[config.mk]
export PLATFORM = sky130hd
export DESIGN_NAME = i2c_regfile_slave
export DESIGN_NICKNAME = d
export VERILOG_FILES = /design/src/rtl/i2c_rf_pkg.sv /design/src/rtl/i2c_rf_filt.sv /design/src/rtl/i2c_rf_regs.sv /design/src/rtl/i2c_rf_ctrl.sv /design/src/rtl/i2c_regfile_slave.sv
export SDC_FILE = /design/constraint.sdc
export NUM_CORES = 1
export LEC_CHECK = 0
export BUFFER_PORTS_ARGS = -buffer_cell sky130_fd_sc_hd__clkbuf_2
export CAP_MARGIN = 20
export CORE_MARGIN = 1.5
export CORE_UTILIZATION = 45
export DETAILED_ROUTE_END_ITERATION = 10
export PLACE_DENSITY = 0.66
export SLEW_MARGIN = 10
export SYNTH_ARGS = -nofsm -noshare
export SYNTH_HDL_FRONTEND = slang
export SYNTH_SLANG_ARGS = --single-unit
[constraint.sdc]
create_clock -name clk -period 5.7 [get_ports clk]
set_input_delay 0.57 -clock clk [delete_from_list [all_inputs] [get_ports clk]]
set_output_delay 0.57 -clock clk [all_outputs]
set_load 0.01 [all_outputs]
[src/rtl/i2c_rf_pkg.sv]
package i2c_rf_pkg;
  localparam int unsigned BYTE_W = 8;

  typedef enum logic [2:0] {
    ST_IDLE,
    ST_ADDR,
    ST_AACK,
    ST_WR,
    ST_WACK,
    ST_RD,
    ST_RACK
  } rf_state_e;
endpackage

[src/rtl/i2c_rf_filt.sv]
module i2c_rf_filt #(
  parameter int unsigned FILT_LEN = 3
) (
  input  logic clk,
  input  logic rst_n,
  input  logic pin_i,
  output logic pin_o
);
  logic                s1_q, s2_q, out_q, out_n;
  logic [FILT_LEN-1:0] hist_q, hist_n;

  always_comb begin
    hist_n = {hist_q[FILT_LEN-2:0], s2_q};
    out_n  = out_q;
    if (&hist_q)       out_n = 1'b1;
    else if (~|hist_q) out_n = 1'b0;
  end

  always_ff @(posedge clk or negedge rst_n) begin
    if (!rst_n) begin
      s1_q   <= 1'b1;
      s2_q   <= 1'b1;
      hist_q <= '1;
      out_q  <= 1'b1;
    end else begin
      s1_q   <= pin_i;
      s2_q   <= s1_q;
      hist_q <= hist_n;
      out_q  <= out_n;
    end
  end

  assign pin_o = out_q;
endmodule

[src/rtl/i2c_rf_regs.sv]
module i2c_rf_regs #(
  parameter int unsigned DEPTH = 16,
  parameter int unsigned PTR_W = $clog2(DEPTH)
) (
  input  logic             clk,
  input  logic             rst_n,
  input  logic             wr_en,
  input  logic [PTR_W-1:0] wr_idx,
  input  logic [7:0]       wr_data,
  input  logic [PTR_W-1:0] rd_idx,
  output logic [7:0]       rd_data
);
  logic [DEPTH-1:0][7:0] cells;

  for (genvar i = 0; i < DEPTH; i++) begin : g_cell
    logic [7:0] cell_q;
    logic       hit;
    assign hit = wr_en && (wr_idx == PTR_W'(i));
    always_ff @(posedge clk or negedge rst_n) begin
      if (!rst_n)   cell_q <= '0;
      else if (hit) cell_q <= wr_data;
    end
    assign cells[i] = cell_q;
  end

  assign rd_data = cells[rd_idx];
endmodule

[src/rtl/i2c_rf_ctrl.sv]
module i2c_rf_ctrl
  import i2c_rf_pkg::*;
#(
  parameter logic [6:0]  DEV_ADDR = 7'h2A,
  parameter int unsigned DEPTH    = 16,
  parameter int unsigned PTR_W    = $clog2(DEPTH)
) (
  input  logic             clk,
  input  logic             rst_n,
  input  logic             scl_f,
  input  logic             sda_f,
  input  logic             stretch_req_i,
  input  logic [7:0]       rd_data,
  output logic             wr_en,
  output logic [PTR_W-1:0] wr_idx,
  output logic [7:0]       wr_data,
  output logic [PTR_W-1:0] ptr_o,
  output logic             ptr_inc_o,
  output logic             start_o,
  output logic             stop_o,
  output logic             sda_oe_o,
  output logic             scl_oe_o
);
  rf_state_e        state_q, state_n;
  logic [3:0]       cnt_q, cnt_n;
  logic [7:0]       rx_q, rx_n, tx_q, tx_n;
  logic [PTR_W-1:0] ptr_q, ptr_n;
  logic             ptr_set_q, ptr_set_n;
  logic             rw_q, rw_n, ack_q, ack_n;
  logic             sda_oe_q, sda_oe_n, str_q, str_n;
  logic             scl_d_q, sda_d_q;
  logic             scl_rise, scl_fall, start_det, stop_det, byte_end;

  assign scl_rise  = scl_f & ~scl_d_q;
  assign scl_fall  = ~scl_f & scl_d_q;
  assign start_det = scl_f & scl_d_q & sda_d_q & ~sda_f;
  assign stop_det  = scl_f & scl_d_q & ~sda_d_q & sda_f;
  assign byte_end  = scl_fall && (cnt_q == 4'd8);

  always_comb begin
    state_n   = state_q;
    cnt_n     = cnt_q;
    rx_n      = rx_q;
    tx_n      = tx_q;
    ptr_n     = ptr_q;
    ptr_set_n = ptr_set_q;
    rw_n      = rw_q;
    ack_n     = ack_q;
    sda_oe_n  = sda_oe_q;
    str_n     = str_q & stretch_req_i;
    wr_en     = 1'b0;
    ptr_inc_o = 1'b0;
    if (stop_det) begin
      state_n  = ST_IDLE;
      sda_oe_n = 1'b0;
      str_n    = 1'b0;
    end else if (start_det) begin
      state_n   = ST_ADDR;
      cnt_n     = '0;
      sda_oe_n  = 1'b0;
      ptr_set_n = 1'b0;
      str_n     = 1'b0;
    end else begin
      unique case (state_q)
        ST_IDLE: ;
        ST_ADDR, ST_WR: begin
          if (scl_rise) begin
            rx_n  = {rx_q[6:0], sda_f};
            cnt_n = cnt_q + 4'd1;
          end
          if (byte_end) begin
            if (state_q == ST_ADDR) begin
              if (rx_q[7:1] == DEV_ADDR) begin
                state_n  = ST_AACK;
                sda_oe_n = 1'b1;
                rw_n     = rx_q[0];
              end else begin
                state_n = ST_IDLE;
              end
            end else begin
              state_n  = ST_WACK;
              sda_oe_n = 1'b1;
              if (!ptr_set_q) begin
                ptr_n     = rx_q[PTR_W-1:0];
                ptr_set_n = 1'b1;
              end else begin
                wr_en     = 1'b1;
                ptr_inc_o = 1'b1;
                ptr_n     = ptr_q + PTR_W'(1);
              end
            end
          end
        end
        ST_AACK, ST_WACK: begin
          if (scl_fall) begin
            cnt_n = '0;
            if (state_q == ST_AACK && rw_q) begin
              state_n  = ST_RD;
              tx_n     = rd_data;
              sda_oe_n = ~rd_data[7];
              str_n    = stretch_req_i;
            end else begin
              state_n  = ST_WR;
              sda_oe_n = 1'b0;
            end
          end
        end
        ST_RD: begin
          if (scl_rise) cnt_n = cnt_q + 4'd1;
          if (byte_end) begin
            state_n   = ST_RACK;
            sda_oe_n  = 1'b0;
            ptr_inc_o = 1'b1;
            ptr_n     = ptr_q + PTR_W'(1);
          end else if (scl_fall) begin
            tx_n     = {tx_q[6:0], 1'b0};
            sda_oe_n = ~tx_q[6];
          end
        end
        ST_RACK: begin
          if (scl_rise) ack_n = ~sda_f;
          if (scl_fall) begin
            if (ack_q) begin
              state_n  = ST_RD;
              cnt_n    = '0;
              tx_n     = rd_data;
              sda_oe_n = ~rd_data[7];
              str_n    = stretch_req_i;
            end else begin
              state_n = ST_IDLE;
            end
          end
        end
        default: state_n = ST_IDLE;
      endcase
    end
  end

  always_ff @(posedge clk or negedge rst_n) begin
    if (!rst_n) begin
      state_q   <= ST_IDLE;
      cnt_q     <= '0;
      rx_q      <= '0;
      tx_q      <= '0;
      ptr_q     <= '0;
      ptr_set_q <= 1'b0;
      rw_q      <= 1'b0;
      ack_q     <= 1'b0;
      sda_oe_q  <= 1'b0;
      str_q     <= 1'b0;
      scl_d_q   <= 1'b1;
      sda_d_q   <= 1'b1;
    end else begin
      state_q   <= state_n;
      cnt_q     <= cnt_n;
      rx_q      <= rx_n;
      tx_q      <= tx_n;
      ptr_q     <= ptr_n;
      ptr_set_q <= ptr_set_n;
      rw_q      <= rw_n;
      ack_q     <= ack_n;
      sda_oe_q  <= sda_oe_n;
      str_q     <= str_n;
      scl_d_q   <= scl_f;
      sda_d_q   <= sda_f;
    end
  end

  assign wr_idx   = ptr_q;
  assign wr_data  = rx_q;
  assign ptr_o    = ptr_q;
  assign start_o  = start_det;
  assign stop_o   = stop_det;
  assign sda_oe_o = sda_oe_q;
  assign scl_oe_o = str_q;
endmodule

[src/rtl/i2c_regfile_slave.sv]
module i2c_regfile_slave #(
  parameter logic [6:0]  DEV_ADDR = 7'h2A,
  parameter int unsigned DEPTH    = 16,
  parameter int unsigned FILT_LEN = 3
) (
  input  logic clk,
  input  logic rst_n,
  input  logic scl_i,
  input  logic sda_i,
  input  logic stretch_req_i,
  output logic scl_oe_o,
  output logic sda_oe_o
);
  localparam int unsigned PTR_W  = $clog2(DEPTH);
  localparam int unsigned N_PINS = 2;

  logic [1:0]        rst_pipe_q;
  logic              rst_int_n;
  logic [N_PINS-1:0] pins_raw, pins_f;
  logic              scl_f, sda_f;
  logic              wr_en, ptr_inc, start_det, stop_det;
  logic [PTR_W-1:0]  wr_idx, ptr;
  logic [7:0]        wr_data, rd_data;

  always_ff @(posedge clk or negedge rst_n) begin
    if (!rst_n) rst_pipe_q <= '0;
    else        rst_pipe_q <= {rst_pipe_q[0], 1'b1};
  end
  assign rst_int_n = rst_pipe_q[1];

  assign pins_raw = {sda_i, scl_i};
  for (genvar g = 0; g < N_PINS; g++) begin : g_filt
    i2c_rf_filt #(.FILT_LEN(FILT_LEN)) u_filt (
      .clk   (clk),
      .rst_n (rst_int_n),
      .pin_i (pins_raw[g]),
      .pin_o (pins_f[g])
    );
  end
  assign scl_f = pins_f[0];
  assign sda_f = pins_f[1];

  i2c_rf_ctrl #(.DEV_ADDR(DEV_ADDR), .DEPTH(DEPTH), .PTR_W(PTR_W)) u_ctrl (
    .clk           (clk),
    .rst_n         (rst_int_n),
    .scl_f         (scl_f),
    .sda_f         (sda_f),
    .stretch_req_i (stretch_req_i),
    .rd_data       (rd_data),
    .wr_en         (wr_en),
    .wr_idx        (wr_idx),
    .wr_data       (wr_data),
    .ptr_o         (ptr),
    .ptr_inc_o     (ptr_inc),
    .start_o       (start_det),
    .stop_o        (stop_det),
    .sda_oe_o      (sda_oe_o),
    .scl_oe_o      (scl_oe_o)
  );

  i2c_rf_regs #(.DEPTH(DEPTH), .PTR_W(PTR_W)) u_regs (
    .clk     (clk),
    .rst_n   (rst_int_n),
    .wr_en   (wr_en),
    .wr_idx  (wr_idx),
    .wr_data (wr_data),
    .rd_idx  (ptr),
    .rd_data (rd_data)
  );
endmodule

# Yosys cells after proc, flatten, opt, wreduce, memory -nomap -nowiden

Index checks and enable logic that the tools add are counted.
W data, S select, Z words.

Add/sub/neg operators: 2
$lt $le $gt $ge: 1
Equality and inequality tests: 47
Multiplexer cells: 64
Bitwise gates (word level): 16
Reductions and logical operators: 42

Operator list:

| kind                  | number |
|---|---|
| $mux W7               | 6 |
| $eq A4 B4 Y1 const B  | 9 |
| $mux W4               | 9 |
| $bmux W8 S4           | 1 |
| $mux W1               | 31 |
| $mux W3               | 9 |
| $pmux W7 S3           | 1 |
| $ne A4 B3 Y1 const B  | 5 |
| $logic_and A1 B1 Y1   | 18 |
| $ne A2 B1 Y1 const B  | 9 |
| $reduce_and A6 Y1     | 3 |
| $eq A4 B3 Y1 const B  | 4 |
| $pmux W3 S5           | 1 |
| $pmux W4 S3           | 1 |
| $reduce_and A4 Y1     | 3 |
| $eq A3 B3 Y1 const B  | 3 |
| $ne A3 B2 Y1 const B  | 3 |
| $reduce_and A9 Y1     | 1 |
| $reduce_or A3 Y1      | 3 |
| $add A4 B1 Y4 const B | 2 |
| $and A1 B1 Y1         | 8 |
| $eq A4 B2 Y1 const B  | 2 |
| $mux W8               | 1 |
| $not A1 Y1            | 8 |
| other kinds (24)      | 31 |

Flip-flop bits (word level): 175
Input port bits: 5
Output and inout bits: 2
Word-level logic and storage cells: 209

# Longest topological paths before layout

Gate-level depths: netlist of the first run.

Depth in word-level cells: 8
Depth in mapped cells: 9
Mapped depth without buffers: 7

# Modules after synthesis

A second synthesis of the first run with hierarchy kept.

Cell total of the unflattened synthesis: 572
Area, all modules: 8031.5 um^2

Modules (own cells, without submodules):

| module            | times used | cells an instance | area each (um^2) | sequential area each (um^2) |
|---|---|---|---|---|
| i2c_rf_regs       | 1          | 364               | 5790.6           | 3203.1 |
| i2c_rf_ctrl       | 1          | 185               | 1834.3           | 828.3 |
| i2c_rf_filt       | 2          | 10                | 176.4            | 157.7 |
| i2c_regfile_slave | 1          | 3                 | 53.8             | 50.0 |

# Least setup slack after synthesis of the first run

No wires, ideal clock.

Path kind: register to register
From: register u_ctrl.ptr_q[1] (netlist: u_ctrl.ptr_o[1])
To: register u_regs.g_cell[9].cell_q[0]
Library setup time: 125 ps
Data arrival time: 2090 ps
Data required time: 5575 ps
Setup slack: 3485 ps
Cell stages (with the launch flop): 9
Path buffers: 3
Period minus slack after synthesis: 2215 ps
Cells stage by stage: dfrtp_1 clkbuf_1 clkbuf_1 inv_1 ha_1 nand2_1 or3_1 buf_2 mux2_2

Word-level cells in the longest chain between the ends: 2

RTL lines:

| what                     | RTL line           | text |
|---|---|---|
| start: declaration       | i2c_rf_ctrl.sv:27  | `logic [PTR_W-1:0] ptr_q, ptr_n;` |
| start signal: assignment | i2c_rf_ctrl.sv:158 | `ptr_q <= ptr_n;` |
| $eq A4 B4 Y1             | i2c_rf_regs.sv:18  | `assign hit = wr_en && (wr_idx == PTR_W'(i));` |
| $logic_and A1 B1 Y1      | i2c_rf_regs.sv:18  |  |
| end signal: assignment   | i2c_rf_regs.sv:21  | `else if (hit) cell_q <= wr_data;` |
| end: declaration         | i2c_rf_regs.sv:16  | `logic [7:0] cell_q;` |

No other way between the ends.
A chain may end at the register's enable or synchronous reset.

# Worst setup path in the final report of the first run

From: register u_ctrl.cnt_q[0]
To: register u_regs.g_cell[0].cell_q[6]

Word-level cells in the longest chain between the ends: 7

RTL lines:

| what                     | RTL line           | text |
|---|---|---|
| start: declaration       | i2c_rf_ctrl.sv:25  | `logic [3:0] cnt_q, cnt_n;` |
| start signal: assignment | i2c_rf_ctrl.sv:155 | `cnt_q <= cnt_n;` |
| $eq A4 B4 Y1             | i2c_rf_ctrl.sv:38  | `assign byte_end = scl_fall && (cnt_q == 4'd8);` |
| $logic_and A1 B1 Y1      | i2c_rf_ctrl.sv:38  |  |
| $mux W1                  | i2c_rf_ctrl.sv:71  | `if (byte_end) begin` |
| $mux W1                  | i2c_rf_ctrl.sv:64  | `unique case (state_q)` |
| $mux W1                  | i2c_rf_ctrl.sv:57  | `end else if (start_det) begin` |
| $mux W1                  | i2c_rf_ctrl.sv:53  | `if (stop_det) begin` |
| $logic_and A1 B1 Y1      | i2c_rf_regs.sv:18  |  |
| end signal: assignment   | i2c_rf_regs.sv:21  |  |
| end: declaration         | i2c_rf_regs.sv:16  |  |

No other way between the ends.

==> results of run 1 <==
## registers in the layout, summed over array words and instances, names as in the netlist, 3 cells and up
name and cells:
u_regs.g_cell.cell_q 128, u_ctrl.wr_data 8, u_ctrl.tx_q 7, g_filt.u_filt.hist_q 6
u_ctrl.cnt_q 4, u_ctrl.ptr_o 4, u_ctrl.state_q 3
## synth_stat cells (all sizes together), types with 2 or more instances
cell / n / share of area, %
dfrtp: 161 / 49
mux2: 140 / 19
clkbuf: 31 / 1.4
mux4: 30 / 8.2
nand2: 26 / 1.2
nor3: 21 / 2.9
o21ai: 18 / 1.1
nor2: 17 / 0.97
dfstp: 14 / 4.5
inv: 12 / 0.55
a21oi: 11 / 0.67
buf: 11 / 0.93
nand3: 11 / 0.67
a31oi: 7 / 0.53
ha: 6 / 0.91
nor2b: 6 / 0.46
o22ai: 6 / 0.46
a211oi: 5 / 0.46
mux2i: 5 / 0.61
nand2b: 5 / 0.47
nand3b: 4 / 0.37
nand4b: 4 / 0.50
o211ai: 4 / 0.37
o31ai: 4 / 0.37
a221oi: 3 / 0.32
and3: 3 / 0.23
nor3b: 3 / 0.27
a21boi: 2 / 0.18
nor4bb: 2 / 0.24
o311ai: 2 / 0.21
or3: 2 / 0.15
xor2: 2 / 0.21
## per-stage QoR
step	hold WS, ps	total power, W	std cells	instance area (sq um)
after floorplan	274	0.00156	593	8220
after global placement	338	0.00164	790	8380
after detailed placement	336	0.00165	790	8380
after CTS	204	0.00277	823	8950
after global routing	205	0.00285	823	8950
final	223	0.00274	823	8950
## power by group through the flow
| stage | clock network [W] | logic [W] | registers (W) |
|---|---|---|---|
| global route | 0.00118 | 0.000165 | 0.00151 |
| global placement | 0 | 0.000138 | 0.00150 |
| finish | 0.00111 | 0.000144 | 0.00149 |
| CTS | 0.00113 | 0.000145 | 0.00149 |
| detailed placement | 0 | 0.000144 | 0.00151 |
| floorplan | 0 | 0.000207 | 0.00135 |
## what timing repair did
item	4_1_cts	5_1_grt
endpoints found under the hold margin	2	0
hold buffers	1	0
endpoints found under the setup margin	0	0
## layout make-up
| class | instances | area (sq um) |
|---|---|---|
| Multi-Input combinational cell | 364 | 3590 |
| Fill cell | 1537 | 9010 |
| Timing Repair Buffer | 11 | 70.1 |
| Inverter | 12 | 45.0 |
| Clock inverter | 14 | 123 |
| Clock buffer | 18 | 439 |
| Sequential cell | 175 | 4400 |
| Tap cell | 229 | 287 |
## worst max path at each step
| stage | slack, ps | endpoint | cells past startpoint | startpoint |
|---|---|---|---|---|
| floorplan | 490 | u_ctrl.ack_q | 0 | rst_pipe_q[1] |
| global placement | 2430 | u_regs.g_cell[0].cell_q[6] | 7 | u_ctrl.cnt_q[0] |
| detailed placement | 2380 | u_regs.g_cell[0].cell_q[6] | 7 | u_ctrl.cnt_q[0] |
| CTS | 2390 | u_regs.g_cell[0].cell_q[6] | 7 | u_ctrl.cnt_q[0] |
| global route | 2170 | u_regs.g_cell[0].cell_q[0] | 7 | u_ctrl.cnt_q[0] |
| finish | 2380 | u_regs.g_cell[0].cell_q[6] | 7 | u_ctrl.cnt_q[0] |
## routing by layer
metal	track usage, %	part of all wire [%]
met4	6.20	1.4
met1	26.7	45
met3	4.47	4.2
met5	0	0
met2	30.6	49
## kinds of logic (layout without fill, tap and decap cells)
group | count (synthesis) | in the layout | synth area share [%]
fa+ha+maj | 7 | 7 | 1.03
compound gates | 69 | 69 | 5.40
mux | 175 | 175 | 28.0
other cells | 1 | 1 | 0.0456
xor+xnor | 2 | 2 | 0.213
flops | 175 | 175 | 53.5
buf+inv | 54 | 55 | 2.89
simple gates | 110 | 110 | 8.95
## critical path, stage by stage, from the launching register on
cell,delay (ps)
dfrtp_1,420
inv_1,80
ha_1,140
nand3b_1,250
nor2_8,200
nand4b_2,740
nor3_2,960
mux2_2,420
==> results.md, run 1 <==
- Status: completed
- Synth Flop Type: dfrtp_1
- Starting Density: a little under half
- Hold WC Path Type: primary input to flip-flop
- Clock-pin transition on the worst setup and hold timing paths: about 70 ps
- Initial antenna violation count: 0
- Worst r2r src: u_ctrl.cnt_q[0]
- Worst Hold Path Cells: 1
- Via/cell ratio: 5.86
- Switch Pwr: around 0.00080 W
- Vias in the first global route: about 5.1k
- Routed Antenna Nets: 0
- 1st-iter DRT viols: about 290
- Clk pwr share: 40.4%
- Setup Skew: approximately 14 ps
- Sequential element share of the synthesized area: a little over half
- Final Slew Violations: 0
- Unrepaired setup endpoints after global routing: false
- Setup Fix Bufs, Post-CTS: 0
- GR Overflow Total: 0
- Die Y: 138 microns
- R2R Path End: u_regs.g_cell[0].cell_q[6]
- Fmax achieved: ~0.30 GHz
- Worst-case hold path end point: g_filt[1].u_filt.s1_q
- Worst Setup Start Kind: flip-flop
- DRT Pass-1 Iters: 5
- Leak: approximately 4 nW
- Largest net degree at the start of global routing: 74
- Mapped Cells: a little under 600
- Average wire per standard cell: about 21 microns
- Final Cycle Share: between 50% and 60%
- Clock Path Buffers: 2
- Net count, final: just under 600
- Share of layout cells above drive strength 1: around 40%
- Post-synth EDFFs: 0
- DRC viols: 0
- Number of diodes: 0
- Syn Std Cell Area: ~8200 sq um
- Worst-Margin Slew: 965 ps
- Final WS setup: around 2400 ps
- CTS root buffer: clkbuf_16
- Commonest non-fill, non-tap cells in the layout: 159 x dfrtp_1, 137 x mux2_2, 30 x mux4_2
- WL final: roughly 17000 microns
- R2R depth: 7
- Sequential fraction of design power: approximately 54%
- Count of final setup violators: 0
- Clk_lat worst skew: between 400 and 500 ps
- Pint: 0.00194 W
- Core footprint: 18000 sq um
- Gr usage total: 19.4%
- CP required: 6010 ps
- Die area: between 15000 and 20000 sq um
- Post-synth ARST share: 100%
- Slew margin rel.: around 36%
- First-pass GRT wire length: between 20000 and 30000 microns
- Final core utilization: 49.8%
- Commonest non-fill, non-tap cell in the layout: dfrtp_1
- CTS tree: yes
- Die width: 138 microns
- Yosys synthesis warning count: 0
- HP Start: sda_i
- Sw frac: 29.2%
- Number of H-tree levels: 4
- Cell Pwr Density: 306 nW/um^2
- Sink Count: ~180
- Post-CTS resize count: 0
- Ports: 7
- Routability cong.: 0.828
- Yosys reg bits: 175
- Final Critical Period: 3320 ps
- Pre-CTS setup slack: 2380 ps
- Critical path data arrival time: between 3000 and 4000 ps
- MaxCap Viol Count: 0
- Setup TNS: 0 ps
- Input/output buffers: 6
- Syn nets: roughly 600
- Via count: approximately 4.8k
- Syn_area_per_cell: 13.9 sq um
- Gate power share: 5.2%
- Maximum VDD drop: 229 uV
- CP Class: flip-flop to flip-flop
- Dpl hpwl: 11000 microns
- Layout Area Growth over Synthesis: 8.89%
- Rows: around 50
- Worst R2R Setup Slack: roughly 2400 ps
- Crit-path max FO: 17
- Fin. Hold Viols: 0
- CTS buffer count: 17
- Synth cell types: 55
- CP Capture Type: flip-flop
(Power assumes the default switching activity.)
==> inputs of run 2 (changes only) <==
==> constraint.sdc (replaced) <==
create_clock -name clk -period 3.4 [get_ports clk]
set_input_delay 0.34 -clock clk [delete_from_list [all_inputs] [get_ports clk]]
set_output_delay 0.34 -clock clk [all_outputs]
set_load 0.01 [all_outputs]
==> run 2 against run 1 <==
- non-clock buffer count up 13
- design area up 1.6%
- sequential power rose by 56%
- via count increased by 1.4%
- sequential share of layout area fell by 0.78 points
- worst hold slack worse by 66 ps
- power grew 73%
- count of clock-buffer cells in the layout grew 3
- critical path depth rose by 1
==> results.md, run 2 (synthesis gave the netlist of run 1 again) <==
- Status: completed
- Dpl hpwl: 11500 microns (+4.1%)
- CTS root buffer: clkbuf_16
- Unrepaired setup endpoints after global routing: false
- CTS buffer count: 17 (unchanged)
- Commonest non-fill, non-tap cell in the layout: dfrtp_1
- Clock Path Buffers: 2 (unchanged)
- Via count: 4892 (+1.4%)
- Initial antenna violation count: 0 (unchanged)
- Post-CTS resize count: 0 (unchanged)
- Setup Skew: 9.04 ps (-5.21 ps)
- Worst Setup Start Kind: flip-flop
- CP Class: flip-flop to flip-flop
- Maximum VDD drop: 342 uV (+50%)
- Die width: 138 microns (unchanged)
- GR Overflow Total: 0 (unchanged)
- DRT Pass-1 Iters: 5 (unchanged)
- Final Critical Period: 2610 ps (-709 ps)
- Input/output buffers: 6 (unchanged)
- Most flop-heavy register: u_regs.g_cell.cell_q
- Starting Density: 45.8% (unchanged)
- MaxCap Viol Count: 0 (unchanged)
- Die area: 19100 sq um (unchanged)
- Family with the most delay on the worst path: simple AND/OR/NAND/NOR gates
- GRT met2 Usage: 30.1% (-0.47 points)
- Filler Cell Count: 1528 (-0.59%)
- Final Slew Violations: 0 (unchanged)
- Clock-pin transition on the worst setup and hold timing paths: 60 ps (about the same)
- Clk_lat worst skew: 430 ps (about the same)
- Crit path cell chain: inv_1, ha_1, nand3b_1, nor2_8, nand4b_2, buf_4, nor3_2, mux2_2
- Routed Antenna Nets: 0 (unchanged)
- Fin. Hold Viols: 0 (unchanged)
- Rows: 49 (unchanged)
- 1st-iter DRT viols: 345 (+21%)
- Placed insts: 801 (+1.4%)
- GRT busiest layer: met2
- Number of diodes: 0 (unchanged)
- Met1 Use GR: 27.3% (+0.60 points)
- Power after layout: 0.00474 W (+73%)
- Critical path data arrival time: 2920 ps (-710 ps)
- Share of layout cells above drive strength 1: 41.7% (+0.60 points)
- First-pass GRT wire length: 28800 microns (about the same)
- Cell Pwr Density: 521 nW/um^2 (+70%)
- CP Buf/Inv Count: 2 (+1)
- Routability cong.: 0.828 (about the same)
- DRC viols: 0 (unchanged)
- Non-Filler Instances: 836 (+1.6%)
- Commonest non-fill, non-tap cells in the layout: 159 x dfrtp_1, 137 x mux2_2, 30 x mux4_2
- Vias in the first global route: 5149 (+1.1%)
- Count of final setup violators: 0 (unchanged)
- CP Capture Type: flip-flop
- Final Cycle Share: 76.9% (+19 points)
- Net count, final: 605 (+2.2%)
- CTS tree: yes
- Crit-path max FO: 17 (unchanged)
- Fmax achieved: 0.383 GHz (+27%)
- Worst-Margin Slew: 856 ps (-109 ps)
- Slew margin rel.: 42.9% (+7.3 points)
- Sink Count: 175 (unchanged)
- Final core utilization: 50.7% (+0.81 points)
- Leak: 4.18 nW (+2.0%)
- Setup TNS: 0 ps (unchanged)
- Number of H-tree levels: 4 (unchanged)
- Delay of the slowest cell on the worst path: 590 ps (-370 ps)
- Gr usage total: 19.4% (+0.053 points)
- Via/cell ratio: 5.85 (-0.21%)
- Average wire per standard cell: 20.8 microns (-0.15%)
- CP required: 3710 ps (-2300 ps)
- Ports: 7 (unchanged)
- Die Y: 138 microns (unchanged)
- Layout Area Growth over Synthesis: 10.7%
- Largest net degree at the start of global routing: 91 (+23%)
- Core footprint: 18000 sq um (unchanged)
- Hold WC Path Type: primary input to flip-flop
- Met3 GRT Util: 4.88% (+0.42 points)
- Worst hold slack: 157 ps (-66.2 ps)
- WL final: 17400 microns (+1.4%)
- Critical-path top delay cell: nor3_2
- Max FFs per register: 128 (unchanged)
## run 2: cell count changes in the layout (fill, tap and decap cells not counted)
cell and delta:
bufinv_16 +2, inv_8 -3, inv_6 -2, buf_4 +10, buf_12 +1, clkbuf_8 +1, dlygate4sd3_1 +2, clkbuf_1 +2
## run 2: worst reg2reg max path: stages, from the launching register on
cell and delay [ps]:
dfrtp_1 420, inv_1 70, ha_1 140, nand3b_1 250, nor2_8 210, nand4b_2 110, buf_4 270, nor3_2 610
mux2_2 420
## run 2: path summary, 6_finish.rpt
| check | startpoint | endpoint | slack, ps | cells after the start |
|---|---|---|---|---|
| max reg2reg | u_ctrl.cnt_q[0] | u_regs.g_cell[4].cell_q[4] | 790 | 8 |
| min | stretch_req_i | u_ctrl.scl_oe_o | 160 | 2 |
| min reg2reg | rst_pipe_q[1] | u_ctrl.wr_data[2] | 350 | 0 |
| min in group asynchronous | rst_n | rst_pipe_q[1] | 230 | 2 |
| max | u_ctrl.cnt_q[0] | u_regs.g_cell[4].cell_q[4] | 790 | 8 |
| max in group asynchronous | rst_pipe_q[1] | g_filt[0].u_filt.hist_q[2] | 2100 | 1 |
## run 2: per-layer routing
layer	share of wire, %	vias to the layer above
met5	0	-
met4	1.7	0
met3	3.8	25
met2	48	103
met1	47	2574
li1	-	2190
## run 2: repair_timing
action / CTS / global route
buffers inserted: 0 / 0
endpoints found under the hold margin: 4 / 0
hold buffers: 3 / 0
## run 2: cell type report
| cell class | count | area (sq um) | share of cell area [%] |
|---|---|---|---|
| Clock buffer | 21 | 460 | 5.06 |
| Clock inverter | 11 | 131 | 1.44 |
| Inverter | 12 | 45.0 | 0.495 |
| Multi-Input combinational cell | 364 | 3590 | 39.4 |
| Sequential cell | 175 | 4400 | 48.4 |
| Tap cell | 229 | 287 | 3.15 |
| Timing Repair Buffer | 24 | 185 | 2.04 |
## run 2: power breakdown
part	leakage, nW	switching, W	internal, W
combinational	1.52	0.000300	0.000148
sequential	2.38	0.000173	0.00216
clock	0.286	0.000826	0.00113
total	4.18	0.00130	0.00344
## run 2: per-stage QoR
stage	worst slack [ps]	cell area (sq um)
finish	787	9100
global route	608	9100
CTS	764	9100
detailed placement	773	8480
global placement	838	8480
floorplan	522	8220
